--- src/rtl/vend_pkg.sv ---
package vend_pkg;
  // All amounts are in 5-cent units.
  localparam int NICKEL_UNITS  = 1;
  localparam int DIME_UNITS    = 2;
  localparam int QUARTER_UNITS = 5;
  localparam int PRICE_UNITS   = 4;

  localparam int CREDIT_W = $clog2(PRICE_UNITS);
  localparam int SUM_W    = $clog2(PRICE_UNITS + QUARTER_UNITS);
  localparam int CHANGE_W = $clog2(QUARTER_UNITS);
  localparam int CODE_W   = 2;

  typedef enum logic [CODE_W-1:0] {
    COIN_NONE    = 2'b00,
    COIN_NICKEL  = 2'b01,
    COIN_DIME    = 2'b10,
    COIN_QUARTER = 2'b11
  } coin_e;

  // Strobes from control to the arithmetic path.
  typedef struct packed {
    logic                take;
    logic [SUM_W-1:0]    addUnits;
    logic [CREDIT_W-1:0] creditUnits;
  } ctrlStrb_t;
endpackage

--- src/rtl/vend_datapath.sv ---
module vend_datapath
  import vend_pkg::*;
(
  input  ctrlStrb_t           strb,
  output logic                atPrice,
  output logic [SUM_W-1:0]    sumUnits,
  output logic [CHANGE_W-1:0] changeUnits
);
  always_comb begin
    sumUnits = SUM_W'(strb.creditUnits) + strb.addUnits;
    atPrice  = strb.take && (sumUnits >= SUM_W'(PRICE_UNITS));
    if (atPrice) changeUnits = CHANGE_W'(sumUnits - SUM_W'(PRICE_UNITS));
    else         changeUnits = '0;
  end
endmodule

--- src/rtl/vend_control.sv ---
module vend_control
  import vend_pkg::*;
(
  input  logic              clk,
  input  logic              rst,
  input  logic              coinStrobe,
  input  logic [CODE_W-1:0] coinCode,
  input  logic              atPrice,
  input  logic [SUM_W-1:0]  sumUnits,
  output ctrlStrb_t         strb,
  output logic              vendPulse
);
  logic [CREDIT_W-1:0] creditQ;
  logic [CREDIT_W-1:0] creditD;
  logic [SUM_W-1:0]    coinUnits;

  always_comb begin
    case (coin_e'(coinCode))
      COIN_NICKEL:  coinUnits = SUM_W'(NICKEL_UNITS);
      COIN_DIME:    coinUnits = SUM_W'(DIME_UNITS);
      COIN_QUARTER: coinUnits = SUM_W'(QUARTER_UNITS);
      default:      coinUnits = '0;
    endcase
    strb.take        = coinStrobe && (coin_e'(coinCode) != COIN_NONE);
    strb.addUnits    = coinUnits;
    strb.creditUnits = creditQ;
    vendPulse        = atPrice;
    if (!strb.take)   creditD = creditQ;
    else if (atPrice) creditD = '0;
    else              creditD = CREDIT_W'(sumUnits);
  end

  always_ff @(posedge clk) begin
    if (rst) creditQ <= '0;
    else     creditQ <= creditD;
  end
endmodule

--- src/rtl/vend_top.sv ---
module vend_top
  import vend_pkg::*;
(
  input  logic                clk,
  input  logic                rst,
  input  logic                coinStrobe,
  input  logic [1:0]          coinCode,
  output logic                vendPulse,
  output logic [2:0]          changeUnits
);
  ctrlStrb_t        strb;
  logic             atPrice;
  logic [SUM_W-1:0] sumUnits;

  vend_control u_control (
    .clk(clk), .rst(rst), .coinStrobe(coinStrobe), .coinCode(coinCode),
    .atPrice(atPrice), .sumUnits(sumUnits), .strb(strb), .vendPulse(vendPulse)
  );

  vend_datapath u_datapath (
    .strb(strb), .atPrice(atPrice), .sumUnits(sumUnits),
    .changeUnits(changeUnits)
  );
endmodule

--- config.mk ---
export PLATFORM = sky130hd
export DESIGN_NAME = vend_top
export DESIGN_NICKNAME = d
export VERILOG_FILES = /design/src/rtl/vend_pkg.sv /design/src/rtl/vend_datapath.sv /design/src/rtl/vend_control.sv /design/src/rtl/vend_top.sv
export SDC_FILE = /design/constraint.sdc
export NUM_CORES = 1
export LEC_CHECK = 0
export CAP_MARGIN = 20
export CORE_AREA = 2 2 39 41
export DETAILED_ROUTE_END_ITERATION = 7
export DIE_AREA = 0 0 41 43
export MAX_ROUTING_LAYER = met4
export PLACE_DENSITY = 0.49
export SLEW_MARGIN = 20
export SYNTH_ARGS = -nofsm -noshare
export SYNTH_HDL_FRONTEND = slang
export SYNTH_HIERARCHICAL = 1
export SYNTH_SLANG_ARGS = --single-unit
--- constraint.sdc ---
create_clock -name clk -period 3.6 [get_ports clk]
set_clock_uncertainty 0.05 [all_clocks]
set_input_delay 0.54 -clock clk [delete_from_list [all_inputs] [get_ports clk]]
set_output_delay 0.54 -clock clk [all_outputs]
set_load 0.02 [all_outputs]
==> results.cfg, run 1 <==
[placement]
dp_hpwl_um = 480.6
gp_congestion = 0.5657
io_buffers = 8
dp_cells = 58

[final_layout]
layout_commonest_cell = clkdlybuf4s50_1
stdcell_count = 61
largest_reg_flops = 2
syn_to_final_growth_pct = 37.24
regMostFlops = u_control/creditQ
reg.largest.list = u_control/creditQ (2)
drive_gt1_share_pct = 22.22
layout_common_cells = clkdlybuf4s50_1 (8), inv_1 (4), clkbuf_4 (3), or3b_1 (3)
final_nets = 55
final_util_pct = 29.66
n_antenna_cell = 0

[global_routing]
grt.busiest_layer = met2
grt_max_degree = 7
grt_remaining_overflow = 0
grt_pass1_vias = 241
grt_pass1_wl_um = 924
grt.met3_usage_pct = 3.141
antenna_found_initial = 0
gr-usage-met1_pct = 7.372
grt_util_met2_pct = 13.13
grtUsageTotal_pct = 8.530

[pwr]
leakage_nw = 0.1652
pwr_density_cell_mw_per_mm2 = 270.8
ir_worst_vdd_mv = 0.09090

[flow_run]
max-cap-violations = 0

[cts]
cts_resized = 0
h-tree-depth = 1
cts_buffers = 3
cts.reportedPaths.clkPinSlew_ps = 30
post-cts-setup-buffers = 0
cts_num_sinks = 2
cts_tree = yes
holdBufCountCts = 0
clk_latency_ps = 220
cts_buffer_depth = 2
ctsRootBufferMaster = clkbuf_4

[yosys]
netlist_area_um2 = 299.0
syn_area_per_cell_um2 = 8.307
yosysWarnings = 6
synthCells = 36
syn-num-nets = 44

[floorplanning]
die_x_um = 41
coreArea_mm2 = 0.001384
initial_core_util_pct = 21.61
io_pins = 9
die_h_um = 43
die_area_mm2 = 0.001763
row_count = 14

[route]
drtIter0Drc = 0
ant_nets = 0
viasPerCell = 4.262
drc_errors = 0
dr.pass1.iters = 1
num_vias = 260
routed_wl_um = 550
wl_per_cell_um = 9.016

[sta]
rsz0062_at_grt = no
maxClockFrequency_ghz = 0.2924
final.min_clock_period_ps = 3420
period_share_pct = 95.00
hold_viol = 0
finalSetupViolations = 0
finalSetupTns_ps = 0
drv_slew = 0

[worst_setup_path]
regToRegSetupSlack_ps = 1640
crit_fanout = 4
startpoint_type = input port
arrival_ps = 2830
worstSetupPathType = in -> out
worst_setup_path_end_kind = primary output
required_ps = 3010

[outcome]
status = complete, no violations

[worst_hold_path]
min_path_type = reg -> reg
worst paths after layout:
kind	start	to	depth (start not counted)
max	coinCode[1]	changeUnits[2]	8
min	u_control/creditQ[0]	u_control/creditQ[0]	2
max reg2reg	u_control/creditQ[0]	u_control/creditQ[1]	8
min reg2reg	u_control/creditQ[0]	u_control/creditQ[0]	2
area by class of cell:
class	count	area, um2
fill	155	973.4
timing repair buffer	9	87.58
multi-input combinational	27	225.2
inverter	4	15.01
tap	16	20.02
sequential	2	40.04
clock buffer	3	22.52
layer usage:
metal	part of all wire [%]	vias to the layer above
li1	-	138
met1	39	118
met2	59	4
met3	2.2	0
met4	0	0
met5	0	-
worst max-delay path: stages:
cell and delay, ps:
clkdlybuf4s50_1 480, nor2b_1 170, inv_1 80, fa_1 420
and2b_2 280, nand3_1 80, o21ai_0 150, clkdlybuf4s50_1 620
stage by stage:
stage	hold slack (ps)	total power (W)	worst slack (ps)	cell area, um2
after floorplan	402.3	0.00005139	976.6	299.0
after global placement	423.2	0.00006376	158.2	387.9
after detailed placement	428.6	0.00006389	172.1	387.9
after CTS	431.1	0.0001146	172.1	410.4
after global routing	454.2	0.0001200	24.39	410.4
final	424.3	0.0001111	180.0	410.4
where the power goes:
| part | switching (W) | internal, W | total, W |
|---|---|---|---|
| logic | 0.0000183 | 0.0000199 | 0.0000382 |
| clock network | 0.0000112 | 0.0000366 | 0.0000479 |
| registers | 0.00000117 | 0.0000239 | 0.0000250 |
(Power assumes the default switching activity.)
==> run 2: changes to the inputs <==
CELL_PAD_IN_SITES_DETAIL_PLACEMENT = 0   (was unset)
CELL_PAD_IN_SITES_GLOBAL_PLACEMENT = 2   (was unset)
CTS_BUF_LIST = sky130_fd_sc_hd__clkbuf_8 sky130_fd_sc_hd__clkbuf_16   (was unset)
PLACE_DENSITY = 0.75   (was 0.49)
==> run 2 against run 1 <==
Register-to-register slack got worse by 60 ps. Via count fell by 3.1%. Sequential cell count did not move. Global-route usage fell by 0.51 points. Core utilization rose by 1.2 points. Wire length rose by 1.1%. Die area did not move. Fmax fell by 0.81%. Combinational power fell by 2%. Critical endpoint is now changeUnits[1]. Critical path depth did not move. Largest power group unchanged. Hold slack improved by 12 ps. Sequential share of layout area fell by 0.37 points.
==> results.cfg, run 2 (same netlist as run 1, synthesis figures left out) <==
[worst_setup_path]
crit_fanout = 4
timing.rr.start = u_control/creditQ[0]
worstRegToRegCells = 8
regToRegSetupSlack_ps = 1580
arrival_ps = 2860
worstSetupPathType = in -> out
startpoint_type = input port
worst_setup_path_end_kind = primary output
r2r_end = u_control/creditQ[0]
required_ps = 3010

[route]
dr.pass1.iters = 1
routed_wl_um = 556
drtIter0Drc = 0
viasPerCell = 4.200
drc_errors = 0
num_vias = 252
ant_nets = 0
wl_per_cell_um = 9.267

[sta]
hold_viol = 0
rsz0062_at_grt = no
maxClockFrequency_ghz = 0.2900
final.min_clock_period_ps = 3448
setup_slack_ps = 152.0
drv_slew = 0
finalSetupViolations = 0
finalSetupTns_ps = 0
period_share_pct = 95.78

[cts]
cts_resized = 0
post-cts-setup-buffers = 0
h-tree-depth = 1
clk_latency_ps = 210
cts.reportedPaths.clkPinSlew_ps = 30
cts_buffers = 3
cts_num_sinks = 2
cts_tree = yes
cts_buffer_depth = 2
holdBufCountCts = 0
ctsRootBufferMaster = clkbuf_8

[final_layout]
layout_commonest_cell = clkdlybuf4s50_1
final_util_pct = 30.83
largest_reg_flops = 2
layout_common_cells = clkdlybuf4s50_1 (6), inv_1 (4), clkbuf_8 (3), or3b_1 (3)
postLayoutCellArea_um2 = 426.7
syn_to_final_growth_pct = 42.68
drive_gt1_share_pct = 20.45
final_nets = 54
regMostFlops = u_control/creditQ
reg.largest.list = u_control/creditQ (2)
n_antenna_cell = 0

[floorplanning]
row_count = 14
io_pins = 9
coreArea_mm2 = 0.001384
die_h_um = 43
die_x_um = 41
die_area_mm2 = 0.001763
initial_core_util_pct = 21.61

[global_routing]
grt_pass1_wl_um = 903
antenna_found_initial = 0
grtUsageTotal_pct = 8.025
grt_remaining_overflow = 0
grt_pass1_vias = 234
grt_max_degree = 7

[worst_hold_path]
hold_end = u_control/creditQ[0]
min_path_type = reg -> reg
min-delay-start = u_control/creditQ[0]
worstHoldPathCells = 2

[placement]
place_area_um2 = 380.4
dp_worst_setup_slack_ps = 94.40
io_buffers = 8
gp_congestion = 0.6565

[pwr]
ir_worst_vdd_mv = 0.1858
pwr_density_cell_mw_per_mm2 = 348.8
leakage_nw = 0.1979

[outcome]
status = complete, no violations

[flow_run]
max-cap-violations = 0
-- run 2: cell count changes in the layout (fill, tap and decap cells not counted) --
cell	previous run	this run
clkbuf_4	3	0
clkbuf_8	0	3
clkdlybuf4s50_1	8	6
dlymetal6s2s_1	0	2
buf_4	1	0
-- run 2: area by class of cell --
cell class / instances / area [um2]
Fill cell: 147 / 957.2
Multi-Input combinational cell: 27 / 225.2
Timing Repair Buffer: 8 / 85.08
Clock buffer: 3 / 41.29
Sequential cell: 2 / 40.04
Tap cell: 16 / 20.02
Inverter: 4 / 15.01
-- run 2: metal layers --
metal | up-vias | part of all wire, % | wire length [um] | global-route usage, %
met5 | - | 0 | 0 | -
met4 | 0 | 0 | 0 | 6.000
met3 | 0 | 5.0 | 28 | 3.141
met2 | 5 | 50 | 280 | 11.56
met1 | 109 | 45 | 248 | 8.360
li1 | 138 | - | - | -
-- run 2: per-stage QoR --
| step | hold slack, ps | total power [W] | std cells |
|---|---|---|---|
| after floorplan | 402.3 | 0.00005139 | 36 |
| after global placement | 434.0 | 0.00006339 | 57 |
| after detailed placement | 429.9 | 0.00006303 | 57 |
| after CTS | 434.3 | 0.0001533 | 60 |
| after global routing | 470.6 | 0.0001598 | 60 |
| final | 435.9 | 0.0001488 | 60 |
-- run 2: how the worst max path moves through the flow --
stage                      startpoint        endpoint  slack [ps]  cells past startpoint
after floorplan           coinCode[0]  changeUnits[2]         980                      7
after global placement    coinCode[0]       vendPulse         110                      8
after detailed placement  coinCode[0]       vendPulse          90                      8
after CTS                 coinCode[0]       vendPulse         100                      8
after global routing      coinCode[0]  changeUnits[0]           8                      8
final                     coinCode[0]  changeUnits[1]         150                      8
-- run 2: power by group --
part / total, W / switching, W / internal (W) / leakage, nW
sequential: 0.0000250 / 0.00000112 / 0.0000239 / 0.0163
combinational: 0.0000375 / 0.0000183 / 0.0000192 / 0.160
clock: 0.0000863 / 0.0000158 / 0.0000705 / 0.0216
total: 0.000149 / 0.0000352 / 0.000114 / 0.198
-- run 2: worst max-delay path, cell delays in order --
cell	delay, ps
clkdlybuf4s50_1	530
ha_1	230
inv_1	70
fa_1	400
or3b_1	220
nand2_2	70
a211oi_2	180
clkdlybuf4s50_1	620
